===== src/rtl/tap_pkg.sv =====
package tap_pkg;
  localparam int IR_W = 4;
  localparam logic [IR_W-1:0] OP_EXTEST = 4'b0000;
  localparam logic [IR_W-1:0] OP_IDCODE = 4'b0001;
  localparam logic [IR_W-1:0] OP_SAMPLE = 4'b0010;
  localparam logic [IR_W-1:0] OP_BYPASS = 4'b1111;
  localparam logic [IR_W-1:0] IR_CAPTURE_PAT = 4'b0001;

  typedef enum logic [3:0] {
    ST_TLR, ST_RTI,
    ST_SEL_DR, ST_CAP_DR, ST_SHF_DR, ST_EX1_DR, ST_PAU_DR, ST_EX2_DR, ST_UPD_DR,
    ST_SEL_IR, ST_CAP_IR, ST_SHF_IR, ST_EX1_IR, ST_PAU_IR, ST_EX2_IR, ST_UPD_IR
  } tap_state_t;

  typedef struct packed {
    logic sel_id;
    logic sel_bsr;
    logic sel_byp;
    logic test_mode;
  } tap_sel_t;
endpackage


===== src/rtl/tap_fsm.sv =====
module tap_fsm
  import tap_pkg::*;
(
  input  logic       tck,
  input  logic       trst_n,
  input  logic       tms,
  output tap_state_t state
);
  tap_state_t nxt;

  always_comb begin
    nxt = state;
    unique case (state)
      ST_TLR:    nxt = tms ? ST_TLR    : ST_RTI;
      ST_RTI:    nxt = tms ? ST_SEL_DR : ST_RTI;
      ST_SEL_DR: nxt = tms ? ST_SEL_IR : ST_CAP_DR;
      ST_CAP_DR: nxt = tms ? ST_EX1_DR : ST_SHF_DR;
      ST_SHF_DR: nxt = tms ? ST_EX1_DR : ST_SHF_DR;
      ST_EX1_DR: nxt = tms ? ST_UPD_DR : ST_PAU_DR;
      ST_PAU_DR: nxt = tms ? ST_EX2_DR : ST_PAU_DR;
      ST_EX2_DR: nxt = tms ? ST_UPD_DR : ST_SHF_DR;
      ST_UPD_DR: nxt = tms ? ST_SEL_DR : ST_RTI;
      ST_SEL_IR: nxt = tms ? ST_TLR    : ST_CAP_IR;
      ST_CAP_IR: nxt = tms ? ST_EX1_IR : ST_SHF_IR;
      ST_SHF_IR: nxt = tms ? ST_EX1_IR : ST_SHF_IR;
      ST_EX1_IR: nxt = tms ? ST_UPD_IR : ST_PAU_IR;
      ST_PAU_IR: nxt = tms ? ST_EX2_IR : ST_PAU_IR;
      ST_EX2_IR: nxt = tms ? ST_UPD_IR : ST_SHF_IR;
      ST_UPD_IR: nxt = tms ? ST_SEL_DR : ST_RTI;
      default:   nxt = ST_TLR;
    endcase
  end

  always_ff @(posedge tck or negedge trst_n) begin
    if (!trst_n) state <= ST_TLR;
    else         state <= nxt;
  end

  AST_TLR_STICKY: assert property (@(posedge tck) disable iff (!trst_n)
    (state == ST_TLR && tms) |=> (state == ST_TLR));
  AST_SHIFT_HOLD: assert property (@(posedge tck) disable iff (!trst_n)
    (state == ST_SHF_DR && !tms) |=> (state == ST_SHF_DR));
endmodule


===== src/rtl/tap_ir.sv =====
module tap_ir
  import tap_pkg::*;
(
  input  logic            tck,
  input  logic            trst_n,
  input  tap_state_t      state,
  input  logic            tdi,
  output logic            ir_tdo,
  output logic [IR_W-1:0] ir_q
);
  logic [IR_W-1:0] ir_sr;

  always_ff @(posedge tck or negedge trst_n) begin
    if (!trst_n) ir_sr <= IR_CAPTURE_PAT;
    else if (state == ST_CAP_IR) ir_sr <= IR_CAPTURE_PAT;
    else if (state == ST_SHF_IR) ir_sr <= {tdi, ir_sr[IR_W-1:1]};
  end

  always_ff @(posedge tck or negedge trst_n) begin
    if (!trst_n) ir_q <= OP_IDCODE;
    else if (state == ST_TLR) ir_q <= OP_IDCODE;
    else if (state == ST_UPD_IR) ir_q <= ir_sr;
  end

  assign ir_tdo = ir_sr[0];

  AST_IR_CAPTURE: assert property (@(posedge tck) disable iff (!trst_n)
    (state == ST_CAP_IR) |=> (ir_sr == 4'b0001));
  AST_IR_HOLD: assert property (@(posedge tck) disable iff (!trst_n)
    (state != ST_UPD_IR && state != ST_TLR) |=> $stable(ir_q));
endmodule


===== src/rtl/tap_decode.sv =====
module tap_decode
  import tap_pkg::*;
(
  input  logic [IR_W-1:0] ir_q,
  output tap_sel_t        sel
);
  always_comb begin
    sel = '0;
    unique case (ir_q)
      OP_EXTEST: begin sel.sel_bsr = 1'b1; sel.test_mode = 1'b1; end
      OP_SAMPLE: sel.sel_bsr = 1'b1;
      OP_IDCODE: sel.sel_id  = 1'b1;
      default:   sel.sel_byp = 1'b1;
    endcase
  end
endmodule


===== src/rtl/tap_dr.sv =====
module tap_dr #(
  parameter int          ID_W = 32,
  parameter logic [ID_W-1:0] ID_VALUE = 32'h3285_0003
) (
  input  logic tck,
  input  logic trst_n,
  input  logic cap_dr,
  input  logic shf_dr,
  input  logic sel_id,
  input  logic sel_byp,
  input  logic tdi,
  output logic id_tdo,
  output logic byp_tdo
);
  logic [ID_W-1:0] id_sr;
  logic            byp_q;

  always_ff @(posedge tck or negedge trst_n) begin
    if (!trst_n) id_sr <= ID_VALUE;
    else if (sel_id && cap_dr) id_sr <= ID_VALUE;
    else if (sel_id && shf_dr) id_sr <= {tdi, id_sr[ID_W-1:1]};
  end

  always_ff @(posedge tck or negedge trst_n) begin
    if (!trst_n) byp_q <= 1'b0;
    else if (sel_byp && cap_dr) byp_q <= 1'b0;
    else if (sel_byp && shf_dr) byp_q <= tdi;
  end

  assign id_tdo  = id_sr[0];
  assign byp_tdo = byp_q;

  AST_BYP_CAPTURE: assert property (@(posedge tck) disable iff (!trst_n)
    (sel_byp && cap_dr) |=> (byp_q == 1'b0));
  AST_ID_CAPTURE: assert property (@(posedge tck) disable iff (!trst_n)
    (sel_id && cap_dr) |=> (id_sr == ID_VALUE));
endmodule


===== src/rtl/tap_port.sv =====
module tap_port
  import tap_pkg::*;
#(
  parameter int VER_W  = 4,
  parameter int PART_W = 16,
  parameter int MFR_W  = 11,
  parameter logic [VER_W-1:0]  ID_VERSION = 4'h3,
  parameter logic [PART_W-1:0] ID_PART    = 16'h2850,
  parameter logic [MFR_W-1:0]  ID_MFR     = 11'h001
) (
  input  logic tck,
  input  logic trst_n,
  input  logic tms,
  input  logic tdi,
  input  logic bsr_tdo,
  output logic tdo,
  output logic tdo_oe,
  output logic bsr_capture,
  output logic bsr_shift,
  output logic bsr_update,
  output logic bsr_test_mode
);
  localparam int ID_W = VER_W + PART_W + MFR_W + 1;
  localparam logic [ID_W-1:0] ID_VALUE = {ID_VERSION, ID_PART, ID_MFR, 1'b1};

  tap_state_t      state;
  logic [IR_W-1:0] ir_q;
  logic            ir_tdo, id_tdo, byp_tdo;
  tap_sel_t        sel;
  logic            cap_dr, shf_dr, shf_ir, upd_dr;
  logic            dr_bit, tdo_nxt;

  tap_fsm u_fsm (.tck(tck), .trst_n(trst_n), .tms(tms), .state(state));

  tap_ir u_ir (.tck(tck), .trst_n(trst_n), .state(state), .tdi(tdi),
               .ir_tdo(ir_tdo), .ir_q(ir_q));

  tap_decode u_dec (.ir_q(ir_q), .sel(sel));

  assign cap_dr = (state == ST_CAP_DR);
  assign shf_dr = (state == ST_SHF_DR);
  assign upd_dr = (state == ST_UPD_DR);
  assign shf_ir = (state == ST_SHF_IR);

  tap_dr #(.ID_W(ID_W), .ID_VALUE(ID_VALUE)) u_dr (
    .tck(tck), .trst_n(trst_n), .cap_dr(cap_dr), .shf_dr(shf_dr),
    .sel_id(sel.sel_id), .sel_byp(sel.sel_byp), .tdi(tdi),
    .id_tdo(id_tdo), .byp_tdo(byp_tdo));

  assign bsr_capture   = cap_dr && sel.sel_bsr;
  assign bsr_shift     = shf_dr && sel.sel_bsr;
  assign bsr_update    = upd_dr && sel.sel_bsr;
  assign bsr_test_mode = sel.test_mode;

  always_comb begin
    if (sel.sel_id)       dr_bit = id_tdo;
    else if (sel.sel_bsr) dr_bit = bsr_tdo;
    else                  dr_bit = byp_tdo;
  end

  assign tdo_nxt = shf_ir ? ir_tdo : (shf_dr ? dr_bit : 1'b0);

  always_ff @(negedge tck or negedge trst_n) begin
    if (!trst_n) begin
      tdo    <= 1'b0;
      tdo_oe <= 1'b0;
    end else begin
      tdo    <= tdo_nxt;
      tdo_oe <= shf_ir || shf_dr;
    end
  end

  AST_OE_IN_SHIFT: assert property (@(posedge tck) disable iff (!trst_n)
    tdo_oe |-> (state == ST_SHF_IR || state == ST_SHF_DR));
  AST_ONE_PATH: assert property (@(posedge tck) disable iff (!trst_n)
    $countones({sel.sel_id, sel.sel_bsr, sel.sel_byp}) == 1);
  AST_STROBE_EXCL: assert property (@(posedge tck) disable iff (!trst_n)
    $onehot0({bsr_capture, bsr_shift, bsr_update}));
  AST_TM_NEEDS_BSR: assert property (@(posedge tck) disable iff (!trst_n)
    bsr_test_mode |-> sel.sel_bsr);
endmodule


===== config.mk =====
export PLATFORM = sky130hd
export DESIGN_NAME = tap_port
export DESIGN_NICKNAME = d
export VERILOG_FILES = /design/src/rtl/tap_pkg.sv /design/src/rtl/tap_fsm.sv /design/src/rtl/tap_ir.sv /design/src/rtl/tap_decode.sv /design/src/rtl/tap_dr.sv /design/src/rtl/tap_port.sv
export SDC_FILE = /design/constraint.sdc
export NUM_CORES = 1
export LEC_CHECK = 0
export BUFFER_PORTS_ARGS = -buffer_cell sky130_fd_sc_hd__buf_2
export CORE_MARGIN = 4
export CORE_UTILIZATION = 40
export CTS_CLUSTER_DIAMETER = 150
export DETAILED_ROUTE_END_ITERATION = 10
export GPL_TIMING_DRIVEN = 0
export PLACE_DENSITY_LB_ADDON = 0.25
export SYNTH_ARGS = -nofsm -noshare
export SYNTH_HDL_FRONTEND = slang
export SYNTH_SLANG_ARGS = --single-unit

===== constraint.sdc =====
create_clock -name tck -period 3.6 [get_ports tck]
set_input_delay 1.08 -clock tck [delete_from_list [all_inputs] [get_ports tck]]
set_output_delay 1.08 -clock tck [all_outputs]
set_load 0.05 [all_outputs]

==> flow_metrics.tcl <==
set metrics [dict create \
    use_met3 0.0276 \
    hold_violations 0 \
    finalWeightedCongestion 0.812 \
    rows 27 \
    synth.most_common_cell "nand2_1" \
    synth_nets 249 \
    yosys.area_share.adder 0 \
    fin_worst_skew_ns 0.00941 \
    fp.dieW_um 84.1 \
    cts_root_buffer "clkbuf_8" \
    path_buf_inv 1 \
    synth_seq_cells 47 \
    crit_family "flip-flops" \
    grt-ovfl-total 0 \
    maxCapViolCount 0 \
    synthTopCellsByCount "nand2_1, dfrtp_1, o21ai_2" \
    postCtsSetupBuffers 0 \
    leakagePower_uw 0.00110 \
    clkLatencyLatePin_ns 0.30 \
    criticalPathCategory "reg -> out" \
    grt_first_pass_wirelength_um 7620 \
    whs_ns 0.464 \
    syn_area_per_cell_um2 9.50 \
    drv_slew 0 \
    htreeDepth 2 \
    status "finished with violations" \
    synth-seq-area-share 0.513 \
    routed_wl_um 4300 \
    core_mm2 0.00557 \
    end_kind "primary output" \
    violations "negative setup slack" \
    synth.top_cells.by_area "dfrtp_1, dfstp_2, o21ai_2, nand2_1, buf_6" \
    finalWorstSetupSlack_ns -0.182 \
    wl_per_cell_um 12.9 \
    synth-main-ff-cell "dfrtp_1" \
    powerDensity_mw_per_mm2 871 \
    yosys_warnings 0 \
    hold_class "reg -> reg" \
    grt_use_total 0.132 \
    worstPathArrival_ns 2.70 \
    cts_num_sinks 47 \
    seq_area_mm2 0.00119 \
    viasPerCell 5.02 \
    worstSetupStartpoint "tdo" \
    layout-drive-gt1-share 0.291 \
    min_from "u_dr.id_sr[28]" \
    io_pins 11 \
    ctsHoldBuffers 0 \
    synth_top_family_by_area "compound AO/OA/AOI/OAI gates" \
    async_flop_share 1.00 \
    first_pass_iters 4 \
    dp.cells 325 \
    synth_edf_count 0 \
    die_area_mm2 0.00707 \
    yosysTopAreaCell "dfrtp_1" \
    grt_use_met2 0.211 \
    critPathMaxFanout 1 \
    numCtsBuffers 5 \
    yosys-mux-area-fraction 0.0113 \
    dp_hpwl_um 2860 \
    fillers 543 \
    crit_path_top_delay_cell "dfrtn_1" \
    ys_types 37 \
    drc_errors 0 \
    grt-busiest-layer "met2" \
    cp-start-kind "flop" \
    syn_to_final_growth_pct 11.6 \
    finalNonFillerCells 333 \
    reg2reg_from "u_fsm.state[1]" \
    cts.clk_slew.worst_paths_ns 0.09 \
    final_util 0.464 \
    n_antenna_cell 0 \
    multi_input_area_um2 986 \
    clock_path_buffers 2 \
    synth_top_cell_area_share 0.378 \
    slew_headroom 0.305 \
    synth_cells 244 \
    grt_use_met1 0.173 \
    power.total_uw 2250 \
    dr.first_iter.drc_count 58 \
    rsz0062_at_grt "yes" \
    cts_tree "yes" \
    yosys.area_share.simple 0.199 \
    vdd_drop_max_uv 397 \
    num_vias 1671 \
    io_buffers 9 \
    grt_max_degree 48 \
    syn_area_mm2 0.00232 \
    drtAntennaViolNets 0 \
    crit_chain "buf_6" \
    die_h_um 84.1 \
    cts_resized 4 \
    grt_antenna_before_repair 0 \
    slowest_delay_ns 0.43 \
    tightest_slew_ns 1.04 \
    synth_compound_area_frac 0.211 \
    required_ns 2.52 \
    finish.net_count 265 \
    synthXorXnorAreaFrac 0.00378 \
    first_global_vias 1665 \
    start_util 0.416 \
    setup_violations 2 \
]
## layout by cell type (no fill, tap or decap), types with 2 or more instances in the layout
master,Yosys,layout
or3_1,4,4
nor4b_2,2,2
dfrtp_1,35,35
nor3_1,2,2
buf_6,7,9
a21oi_1,11,11
inv_1,4,4
clkbuf_1,5,5
o21ai_0,14,14
clkbuf_8,0,6
nand2_1,67,67
nor2_1,21,21
dfrtn_1,2,2
nor2b_1,2,2
nand2b_1,2,2
dfstp_2,10,10
buf_2,3,10
o22ai_1,3,3
o21ai_2,30,30
buf_4,2,2
## stage by stage
step           cell area, µm²  TNS [ns]  setup slack [ns]
2_1_floorplan            2320         0            0.0688
4_1_cts                  2590    -0.333            -0.182
5_1_grt                  2590    -0.384            -0.217
3_5_place_dp             2450    -0.249            -0.125
3_3_place_gp             2450    -0.273            -0.137
6_report                 2590    -0.320            -0.182
## state kept, by name, indices dropped and copies added (netlist names)
signal        cells
u_ir.ir_q         4
u_ir.ir_sr        4
u_fsm.state       4
tdo               1
u_dr.id_sr       32
tdo_oe            1
u_dr.byp_tdo      1
## path summary, 6_finish.rpt
kind | cells past startpoint | slack, ns | end
worst max-delay path | 1 | -0.18 | tdo
worst min-delay path | 2 | 0.46 | u_dr.id_sr[28]
worst max register to register | 4 | 0.57 | tdo
worst min register to register | 2 | 0.46 | u_dr.id_sr[28]
max in group asynchronous | 1 | 0.30 | tdo_oe
min in group asynchronous | 1 | 0.96 | u_dr.id_sr[24]
## kinds of logic (layout without fill, tap and decap cells)
kind of cell	Yosys count	in the layout
simple gates	106	106
buf+inv	21	38
xor+xnor	1	1
flops	47	47
compound gates	67	67
mux	2	2
## final cells by class
cell class,instances,share of cell area
clock inverter,2,0.0150
multi-input combinational,176,0.381
buffer,17,0.0493
sequential,47,0.460
inverter,4,0.00581
timing repair buffer,9,0.0223
clock buffer,6,0.0319
tap,72,0.0348
## where the power goes
part           internal, µW  switching, µW
clock                   228            180
combinational           385            622
sequential              721            114
## routing by layer
metal / vias up / wire [µm]
met3: 5 / 143
met5: - / 0
met2: 19 / 1920
met4: 0 / 66
li1: 856 / -
met1: 791 / 2170
Power figures use the tool's default switching activity.
